File: src/rtl/sysclk_sel_pkg.sv
// Shared constants and helpers for the system clock source selector.
// Assumes four sources with a two-bit code; the PLL reference code equal
// to the PLL code itself means "no reference".
package sysclk_sel_pkg;

    localparam int unsigned NSRC   = 4;
    localparam int unsigned CODE_W = $clog2(NSRC);

    typedef enum logic [CODE_W-1:0] {
        SRC_MSI = CODE_W'(0),
        SRC_HSI = CODE_W'(1),
        SRC_HSE = CODE_W'(2),
        SRC_PLL = CODE_W'(3)
    } src_code_e;

    // Mask of sources that must keep running when 'code' drives the system clock.
    function automatic logic [NSRC-1:0] use_mask(
        input logic [CODE_W-1:0] code,
        input logic [CODE_W-1:0] pll_ref
    );
        logic [NSRC-1:0] m;
        m = '0;
        m[code] = 1'b1;
        if (code == SRC_PLL && pll_ref != SRC_PLL) begin
            m[pll_ref] = 1'b1;
        end
        return m;
    endfunction

endpackage

File: src/rtl/sysclk_req_hold.sv
// Holds the most recent source request written by software.
// Assumes: a wakeup overrides a same-cycle write and returns the request
// to the reset source with the halve bit cleared.
module sysclk_req_hold #(
    parameter int unsigned CODE_W   = 2,
    parameter logic [CODE_W-1:0] RST_CODE = '0
) (
    input  logic              clk,
    input  logic              rst_n,
    input  logic              wake,
    input  logic              wr_en,
    input  logic [CODE_W-1:0] wr_code,
    input  logic              wr_hdiv,
    output logic [CODE_W-1:0] req_code,
    output logic              req_hdiv
);

    logic [CODE_W-1:0] code_q;
    logic              hdiv_q;

    // Request register: wakeup first, then a software write replaces any older request.
    always_ff @(posedge clk) begin
        if (!rst_n || wake) begin
            code_q <= RST_CODE;
            hdiv_q <= 1'b0;
        end else if (wr_en) begin
            code_q <= wr_code;
            hdiv_q <= wr_hdiv;
        end
    end

    assign req_code = code_q;
    assign req_hdiv = hdiv_q;

endmodule

File: src/rtl/sysclk_commit.sv
// Commits a stored request to the current-source register once the
// requested source is ready. Assumes the ready flags are synchronous to clk.
// A cycle with a request write never commits, so the newest request wins.
module sysclk_commit #(
    parameter int unsigned N_SRC  = 4,
    parameter int unsigned CODE_W = 2,
    parameter logic [CODE_W-1:0] RST_CODE = '0
) (
    input  logic              clk,
    input  logic              rst_n,
    input  logic              wake,
    input  logic              req_wr,
    input  logic [CODE_W-1:0] req_code,
    input  logic              req_hdiv,
    input  logic [N_SRC-1:0]  src_rdy,
    output logic [CODE_W-1:0] cur_code,
    output logic              cur_hdiv,
    output logic              pend,
    output logic              done_pulse,
    output logic [CODE_W-1:0] nxt_code
);

    logic [CODE_W-1:0] cur_q;
    logic              hdiv_q;
    logic              done_q;
    logic              take;
    logic              nxt_hdiv;

    // Decide the selection for the next cycle: wakeup, commit, or hold.
    always_comb begin
        pend = (req_code != cur_q) || (req_hdiv != hdiv_q);
        take = pend && !req_wr && src_rdy[req_code];
        if (wake) begin
            nxt_code = RST_CODE;
            nxt_hdiv = 1'b0;
        end else if (take) begin
            nxt_code = req_code;
            nxt_hdiv = req_hdiv;
        end else begin
            nxt_code = cur_q;
            nxt_hdiv = hdiv_q;
        end
    end

    // Selection register with its one-cycle completion pulse.
    always_ff @(posedge clk) begin
        if (!rst_n) begin
            cur_q  <= RST_CODE;
            hdiv_q <= 1'b0;
            done_q <= 1'b0;
        end else begin
            cur_q  <= nxt_code;
            hdiv_q <= nxt_hdiv;
            done_q <= take && !wake;
        end
    end

    assign cur_code   = cur_q;
    assign cur_hdiv   = hdiv_q;
    assign done_pulse = done_q;

endmodule

File: src/rtl/sysclk_en_guard.sv
// Per-source enable bits with protection: a bit in keep_mask is forced
// to 1 regardless of what software writes. Assumes keep_mask already
// describes the selection that holds after the coming edge.
module sysclk_en_guard #(
    parameter int unsigned N_SRC = 4,
    parameter logic [N_SRC-1:0] RST_EN = N_SRC'(1)
) (
    input  logic             clk,
    input  logic             rst_n,
    input  logic             wr_en,
    input  logic [N_SRC-1:0] wr_data,
    input  logic [N_SRC-1:0] keep_mask,
    output logic [N_SRC-1:0] en
);

    for (genvar i = 0; i < N_SRC; i++) begin : g_bit
        logic bit_q;

        // One enable cell: take the software value, then apply the keep-alive force.
        always_ff @(posedge clk) begin
            if (!rst_n) begin
                bit_q <= RST_EN[i];
            end else begin
                bit_q <= (wr_en ? wr_data[i] : bit_q) | keep_mask[i];
            end
        end

        assign en[i] = bit_q;
    end

endmodule

File: src/rtl/sysclk_sel.sv
// Ready-gated system clock source selector. Holds a software request,
// commits it when the target source is ready, guards enable bits of
// sources in use and reports status. Single clock domain, synchronous
// active-low reset.
module sysclk_sel #(
    parameter int unsigned N_SRC = sysclk_sel_pkg::NSRC
) (
    input  logic                                clk,
    input  logic                                rst_n,
    input  logic                                req_we,
    input  logic [sysclk_sel_pkg::CODE_W-1:0]   req_src,
    input  logic                                req_hdiv,
    input  logic                                en_we,
    input  logic [N_SRC-1:0]                    en_wdata,
    input  logic [N_SRC-1:0]                    src_rdy,
    input  logic [sysclk_sel_pkg::CODE_W-1:0]   pll_ref,
    input  logic                                wake,
    output logic [sysclk_sel_pkg::CODE_W-1:0]   cur_src,
    output logic                                cur_hdiv,
    output logic                                sw_pend,
    output logic                                switch_done,
    output logic [N_SRC-1:0]                    src_en,
    output logic [N_SRC-1:0]                    in_use,
    output logic [N_SRC-1:0]                    rdy_stat
);

    import sysclk_sel_pkg::*;

    localparam int unsigned W = CODE_W;
    localparam logic [W-1:0] RST_CODE = SRC_MSI;
    localparam logic [N_SRC-1:0] RST_EN = N_SRC'(1) << RST_CODE;

    logic [W-1:0]     req_code_w;
    logic             req_hdiv_w;
    logic [W-1:0]     nxt_code_w;
    logic [N_SRC-1:0] keep_w;
    logic [N_SRC-1:0] rdy_q;

    sysclk_req_hold #(.CODE_W(W), .RST_CODE(RST_CODE)) u_req (
        .clk      (clk),
        .rst_n    (rst_n),
        .wake     (wake),
        .wr_en    (req_we),
        .wr_code  (req_src),
        .wr_hdiv  (req_hdiv),
        .req_code (req_code_w),
        .req_hdiv (req_hdiv_w)
    );

    sysclk_commit #(.N_SRC(N_SRC), .CODE_W(W), .RST_CODE(RST_CODE)) u_commit (
        .clk        (clk),
        .rst_n      (rst_n),
        .wake       (wake),
        .req_wr     (req_we),
        .req_code   (req_code_w),
        .req_hdiv   (req_hdiv_w),
        .src_rdy    (src_rdy),
        .cur_code   (cur_src),
        .cur_hdiv   (cur_hdiv),
        .pend       (sw_pend),
        .done_pulse (switch_done),
        .nxt_code   (nxt_code_w)
    );

    // Keep-alive mask for the selection that holds after the coming edge.
    always_comb begin
        keep_w = use_mask(nxt_code_w, pll_ref);
    end

    sysclk_en_guard #(.N_SRC(N_SRC), .RST_EN(RST_EN)) u_en (
        .clk       (clk),
        .rst_n     (rst_n),
        .wr_en     (en_we),
        .wr_data   (en_wdata),
        .keep_mask (keep_w),
        .en        (src_en)
    );

    // Ready status register: one-cycle registered copy of the ready flags.
    always_ff @(posedge clk) begin
        if (!rst_n) begin
            rdy_q <= '0;
        end else begin
            rdy_q <= src_rdy;
        end
    end

    assign rdy_stat = rdy_q;

    // In-use report for the present selection.
    always_comb begin
        in_use = use_mask(cur_src, pll_ref);
    end

endmodule

File: config.mk
export PLATFORM = sky130hd
export DESIGN_NAME = sysclk_sel
export DESIGN_NICKNAME = d
export VERILOG_FILES = /design/src/rtl/sysclk_sel_pkg.sv /design/src/rtl/sysclk_req_hold.sv /design/src/rtl/sysclk_commit.sv /design/src/rtl/sysclk_en_guard.sv /design/src/rtl/sysclk_sel.sv
export SDC_FILE = /design/constraint.sdc
export NUM_CORES = 1
export LEC_CHECK = 0
export BUFFER_PORTS_ARGS = -buffer_cell sky130_fd_sc_hd__buf_2
export CORE_MARGIN = 2
export CORE_UTILIZATION = 40
export CTS_CLUSTER_SIZE = 14
export DETAILED_ROUTE_END_ITERATION = 10
export GPL_TIMING_DRIVEN = 0
export HOLD_SLACK_MARGIN = 0.08
export PLACE_DENSITY = 0.82
export SLEW_MARGIN = 20
export SYNTH_ARGS = -nofsm -noshare
export SYNTH_HDL_FRONTEND = slang
export SYNTH_SLANG_ARGS = --single-unit
File: constraint.sdc
create_clock -name clk -period 4.6 [get_ports clk]
set_input_delay 0.23 -clock clk [delete_from_list [all_inputs] [get_ports clk]]
set_output_delay 0.23 -clock clk [all_outputs]
set_load 0.03 [all_outputs]
==> results of run 1 <==
metal layers:
metal / part of all wire (%) / vias to the layer above / track usage [%]
li1: - / 337 / -
met1: 41 / 307 / 15.3
met2: 50 / 24 / 28.9
met3: 6.8 / 4 / 3.70
met4: 2.1 / 0 / 11.9
met5: 0 / - / 0
through the flow:
step	utilization (%)	instances
after global routing	53.3	143
after floorplan	-	78
final	53.3	143
after detailed placement	51.9	139
after CTS	53.3	143
after global placement	51.9	139
flip-flops by register name, indices dropped and copies added (netlist names):
signal and count:
rdy_stat 4, u_commit.cur_hdiv 1, u_commit.done_pulse 1, u_en.g_bit.bit_q 4
u_req.req_code 2, u_req.req_hdiv 1, u_commit.cur_code 2
synthesized netlist by cell type, drive strengths merged (2+ instances only):
master	instances
a21oi	3
and2	7
buf	6
dfxtp	15
inv	3
mux2	3
mux2i	7
nand2	7
nor2	7
o21ai	4
o31ai	2
xnor2	3
worst register-to-register path: cells and delay by family (launching register included):
family | cells | cell delay, ps
AO/OA/AOI/OAI | 3 | 490
flip-flops | 1 | 320
multiplexers | 2 | 540
buffers and inverters | 1 | 140
logic make-up (layout without fill, tap and decap cells):
kind of cell	count (synthesis)	count (layout)	synth area share (%)
buffers and inverters	9	47	8.15
AND/OR/NAND/NOR	27	27	17.1
AO/OA/AOI/OAI	14	14	15.7
flip-flops	15	15	38.3
multiplexers	10	10	17.4
XOR/XNOR	3	3	3.36
area by class of cell:
| type | count | area share, % |
|---|---|---|
| buffer | 6 | 5.19 |
| clock buffer | 4 | 2.59 |
| inverter | 3 | 1.11 |
| multi-input combinational | 54 | 41.4 |
| sequential | 15 | 29.6 |
| tap | 27 | 3.33 |
| timing repair buffer | 34 | 16.8 |
worst min path at each step:
stage / start / end / slack [ps] / depth (start not counted)
3_5_place_dp: req_src[0] / u_req.req_code[0] / 470 / 3
2_1_floorplan: rst_n / u_en.g_bit[1].bit_q / 350 / 2
6_report: req_src[0] / u_req.req_code[0] / 180 / 3
3_3_place_gp: req_hdiv / u_req.req_hdiv / 460 / 3
5_1_grt: src_rdy[1] / rdy_stat[1] / 180 / 2
4_1_cts: req_src[0] / u_req.req_code[0] / 170 / 3
where the power goes:
part           switching [uW]  internal [uW]
logic                    27.7           22.6
clock network            41.5           33.6
registers                1.92            134
total                    71.1            191
==> flow_summary.toml, run 1 <==
[status]
status = "finished clean"

[synth]
synth_edf_count = 0
synthCells = 78
yosys_register_bits = 15
yosys_warnings = 0
synth_fp_nets = 96
yosysTopAreaCell = "dfxtp_1"
ys_seq_area_share_pct = 38.3
synthArstFlopShare_pct = 0
avgSynthCellArea_sq_um = 10.0
synth_top_area_share_pct = 38.3
yosys-top-cells-area = "dfxtp_1 (38%), mux2i_4 (5.8%), and2_1 (5.6%), mux2i_1 (5.1%), buf_4 (3.8%)"
yosys_most_used_dff = "dfxtp_1"
synth_area_sq_um = 783
ys_types = 28

[final_layout]
multi_input_area_sq_um = 419
seqCellArea_sq_um = 300
final_cell_mix = "buf_2 (34), dfxtp_1 (15), and2_1 (7), nand2_1 (7), nor2_1 (7)"
nets = 135
drive_gt1_share_pct = 47.4
final_common_cell = "buf_2"
diodes = 0
fillCellCount = 182
fin_area_sq_um = 1010
areaGrowthSynthToFinish_pct = 29.4

[sta]
finalMaxSlewViolations = 0
period_share_pct = 34.2
finalWorstSetupSlack_ps = 3030
whs_ps = 176
relSlewSlack_pct = 81.2
timing.fmax_mhz = 636
skew_ps = 0.888
worst_pin_slew_ps = 276
layout_min_cycle_time_ps = 1570
rsz0062_at_grt = "false"
finalSetupTns_ps = 0
hold_viol = 0
setup_viol = 0

[power]
powerDensity_nw_per_um2 = 258
ir_drop_mv = 0.111
p_leak_uw = 0.000472
p_total_uw = 262

[setup_path]
end_kind = "output port"
critPathKind = "reg2out"
r2r-end = "u_en.g_bit[2].bit_q"
critical_path.top_delay_family = "flip-flops"
worstPathArrival_ps = 1340
slowest_stage = "dfxtp_1"
path_buf_inv = 1
startpoint = "u_commit.cur_code[0]"
r2r_start = "u_req.req_code[0]"
critPathMaxStageDelay_ps = 450
cp_cell_sequence = "nand2_1 -> nor3_1 -> o21bai_1 -> buf_2"
r2r_cells = 6
critical_path_cell_count = 4
cp-start-kind = "flop"
endpoint = "in_use[0]"
worst-endpoint-required_ps = 4370
regToRegSetupSlack_ps = 3040
worst-path-max-fanout = 7

[clock_network]
clkTransAtPathRegs_ps = 90
cts.sinks = 15
cts_buffers = 3
cts_max_path_buffers = 2
cts_max_level = 1
post_cts_buffers = 0
cts_resized = 0
cts_tree = "built"
clock_latency_ps = 280
clock-root-buffer = "clkbuf_4"
cts_hold_buf = 0

[route]
drc = 0
drt_iter0_drc = 13
postRouteAntennaNets = 0
routed_wirelength_microns = 1510
post_drt_wl_per_cell_microns = 10.6
via_count = 672
drtPass1Iterations = 4
viasPerCell = 4.70

[floorplan]
ios = 35
die_h_microns = 48.3
rows = 16
core_area_sq_um = 1900
die_area_sq_um = 2330
initial_utilization_pct = 41.2
die_w_microns = 48.3

[grt]
grt-ovfl-total = 0
grt_pass1_vias = 634
grt_pass1_wl_microns = 2460
grt_max_degree = 11
antenna_found_initial = 0
grt_usage_pct = 15.9

[placement]
portBuffers = 34
preCtsSetupSlack_ps = 3050
placed_area_sq_um = 987
hpwl_microns = 1230
gp_congestion = 0.779

[flow_run]
cap_violations = 0

[hold_path]
hold_path_class = "in2reg"
Power figures use the tool's default switching activity.
==> run 2: changes to the inputs <==
ABC_AREA = 1   (was unset)
PLACE_DENSITY = 0.84   (was 0.82)
clock period = 1.3 ns   (was 4.6 ns; I/O delays follow)
==> run 2 against run 1 <==
The flow now finishes with violations (negative setup slack). Critical path depth grew 5. Sequential power grew to 3.6 times the previous value. Combinational power rose to 6.1 times the previous value. Clock skew is essentially flat. Worst hold slack got worse by 73 ps. Synthesized area up 1.6%. Global-route usage up 3.4 points. Total power grew to 4.1 times the previous value. Critical endpoint is now u_en.g_bit[3].bit_q. Highest routed layer unchanged.
==> flow_summary.toml, run 2 <==
[clock_network]
clock_latency_ps = 280
cts_tree = "built"
clock-root-buffer = "clkbuf_4"
clkTransAtPathRegs_ps = 100
cts.sinks = 15
cts_max_level = 1
cts_buffers = 3
cts_max_path_buffers = 2

[synth]
yosys_register_bits = 15
ys_seq_area_share_pct = 37.7
synth_top_family_by_area = "simple AND/OR/NAND/NOR gates"
synthArstFlopShare_pct = 0
synth_top_area_share_pct = 37.7
synth_fa_ha_area_share_pct = 0
yosys-top-cells-area = "dfxtp_1 (38%), nand2_1 (12%), inv_1 (7.1%), nor2_1 (6.6%), nand3_2 (5.0%)"
ys_top_cells_by_count = "nand2_1 (26), dfxtp_1 (15), inv_1 (15), nor2_1 (14)"
avgSynthCellArea_sq_um = 7.04
yosysTopAreaCell = "dfxtp_1"
ys_types = 17
synth_fp_nets = 131
synth_edf_count = 0
muxShareOfSynthArea_pct = 0
synth_xor_area_share_pct = 2.04
yosys_warnings = 0
synth-compound-area-share_pct = 8.18
synthCells = 113
synthSimpleGateAreaFrac_pct = 38.4
synth_most_common_cell = "nand2_1"
synth_area_sq_um = 796
yosys_most_used_dff = "dfxtp_1"

[placement]
portBuffers = 34
gp_congestion = 0.730
preCtsSetupSlack_ps = -69.6
hpwl_microns = 1480

[sta]
skew_ps = 0.937
worst_pin_slew_ps = 276
period_share_pct = 103
timing.fmax_mhz = 745
layout_min_cycle_time_ps = 1340
rsz0062_at_grt = "true"
hold_viol = 0
finalMaxSlewViolations = 0
relSlewSlack_pct = 81.6
setup_viol = 4
finalWorstSetupSlack_ps = -41.6

[grt]
antenna_found_initial = 0
grt_pass1_vias = 880
grt_pass1_wl_microns = 3610
grt_usage_pct = 19.3
grt-ovfl-total = 0
grt_max_degree = 11

[final_layout]
diodes = 0
final_cell_mix = "buf_2 (30), nand2_1 (24), dlygate4sd3_1 (16)"
final_common_cell = "buf_2"
areaGrowthSynthToFinish_pct = 64.0
nets = 190
drive_gt1_share_pct = 47.4

[route]
via_count = 933
viasPerCell = 4.71
drtPass1Iterations = 4
drc = 0
post_drt_wl_per_cell_microns = 11.1
drt_iter0_drc = 6
routed_wirelength_microns = 2200
postRouteAntennaNets = 0

[flow_run]
cap_violations = 0

[status]
status = "finished, violations left"
violations = "negative setup slack"

[floorplan]
initial_utilization_pct = 41.4
core_area_sq_um = 1920
ios = 35
die_area_sq_um = 2360
die_h_microns = 48.6
die_w_microns = 48.6
rows = 16

[power]
p_total_uw = 1080
p_leak_uw = 0.000660
ir_drop_mv = 0.623
powerDensity_nw_per_um2 = 829

[setup_path]
end_kind = "flop"
worst-path-max-fanout = 5
worstPathArrival_ps = 1520
critPathKind = "reg2reg"
cp-start-kind = "flop"
worst-endpoint-required_ps = 1480

[hold_path]
hold_path_class = "in2reg"
run 2: layer usage:
layer | routed length, microns | track usage, % | up-vias | part of all wire, %
li1 | - | - | 466 | -
met1 | 840 | 22.3 | 431 | 38
met2 | 1180 | 33.3 | 28 | 54
met3 | 105 | 4.01 | 8 | 4.8
met4 | 75 | 10.5 | 0 | 3.4
met5 | 0 | 0 | - | 0
run 2: repair_timing:
item / in CTS / in global routing
gates cloned: 0 / 0
setup buffers: 2 / 2
hold buffers: 16 / 0
pin swaps: 4 / 5
setup endpoints to repair: 4 / 8
endpoints found under the hold margin: 10 / 0
resized for setup: 9 / 17
run 2: metrics by stage:
step	area, sq um	hold slack (ps)	setup TNS [ps]	instances	util, %
after floorplan	807	158	-6.69	113	-
after global placement	1010	264	-18.4	174	52.6
after detailed placement	1010	269	-226	174	52.6
after CTS	1250	81.6	0	196	65.0
after global routing	1310	101	-509	198	67.9
final	1310	103	-111	198	67.9
run 2: layout make-up:
type	count	area [sq um]
inverters	21	86.3
well taps	27	33.8
multi-input cells	73	439
repair buffers	54	370
plain buffers	4	30.0
clock inverters	1	6.26
clock buffers	3	22.5
fillers	157	617
flip-flops and latches	15	317
run 2: path summary, 6_finish.rpt:
check | from | end | slack [ps] | cells after the start
hold / removal | wake | u_commit.done_pulse | 100 | 4
setup / recovery | u_commit.cur_code[1] | u_en.g_bit[3].bit_q | -40 | 9
setup reg to reg | u_commit.cur_code[1] | u_en.g_bit[3].bit_q | -40 | 9
hold reg to reg | u_commit.cur_hdiv | u_commit.cur_hdiv | 490 | 2
run 2: report_power, final:
part           switching (uW)  internal [uW]
sequential               14.0            476
clock                     167            118
combinational             175            131
total                     357            725
run 2: cell families (layout without fill, tap and decap cells):
group,count (synthesis),count (layout)
buffers and inverters,25,83
xor gates and xnor gates,1,1
AOI/OAI and AO/OA,13,13
and+or+nand+nor,59,59
DFF,15,15
run 2: worst max-delay path, stage by stage (launching register included):
cell and delay (ps):
dfxtp_4 400, inv_4 50, nand2_2 60, nand2_2 60, nand3_4 100, nand4_1 180
nand3_4 190, nor2_4 50, nor2_2 110, nor2_2 40
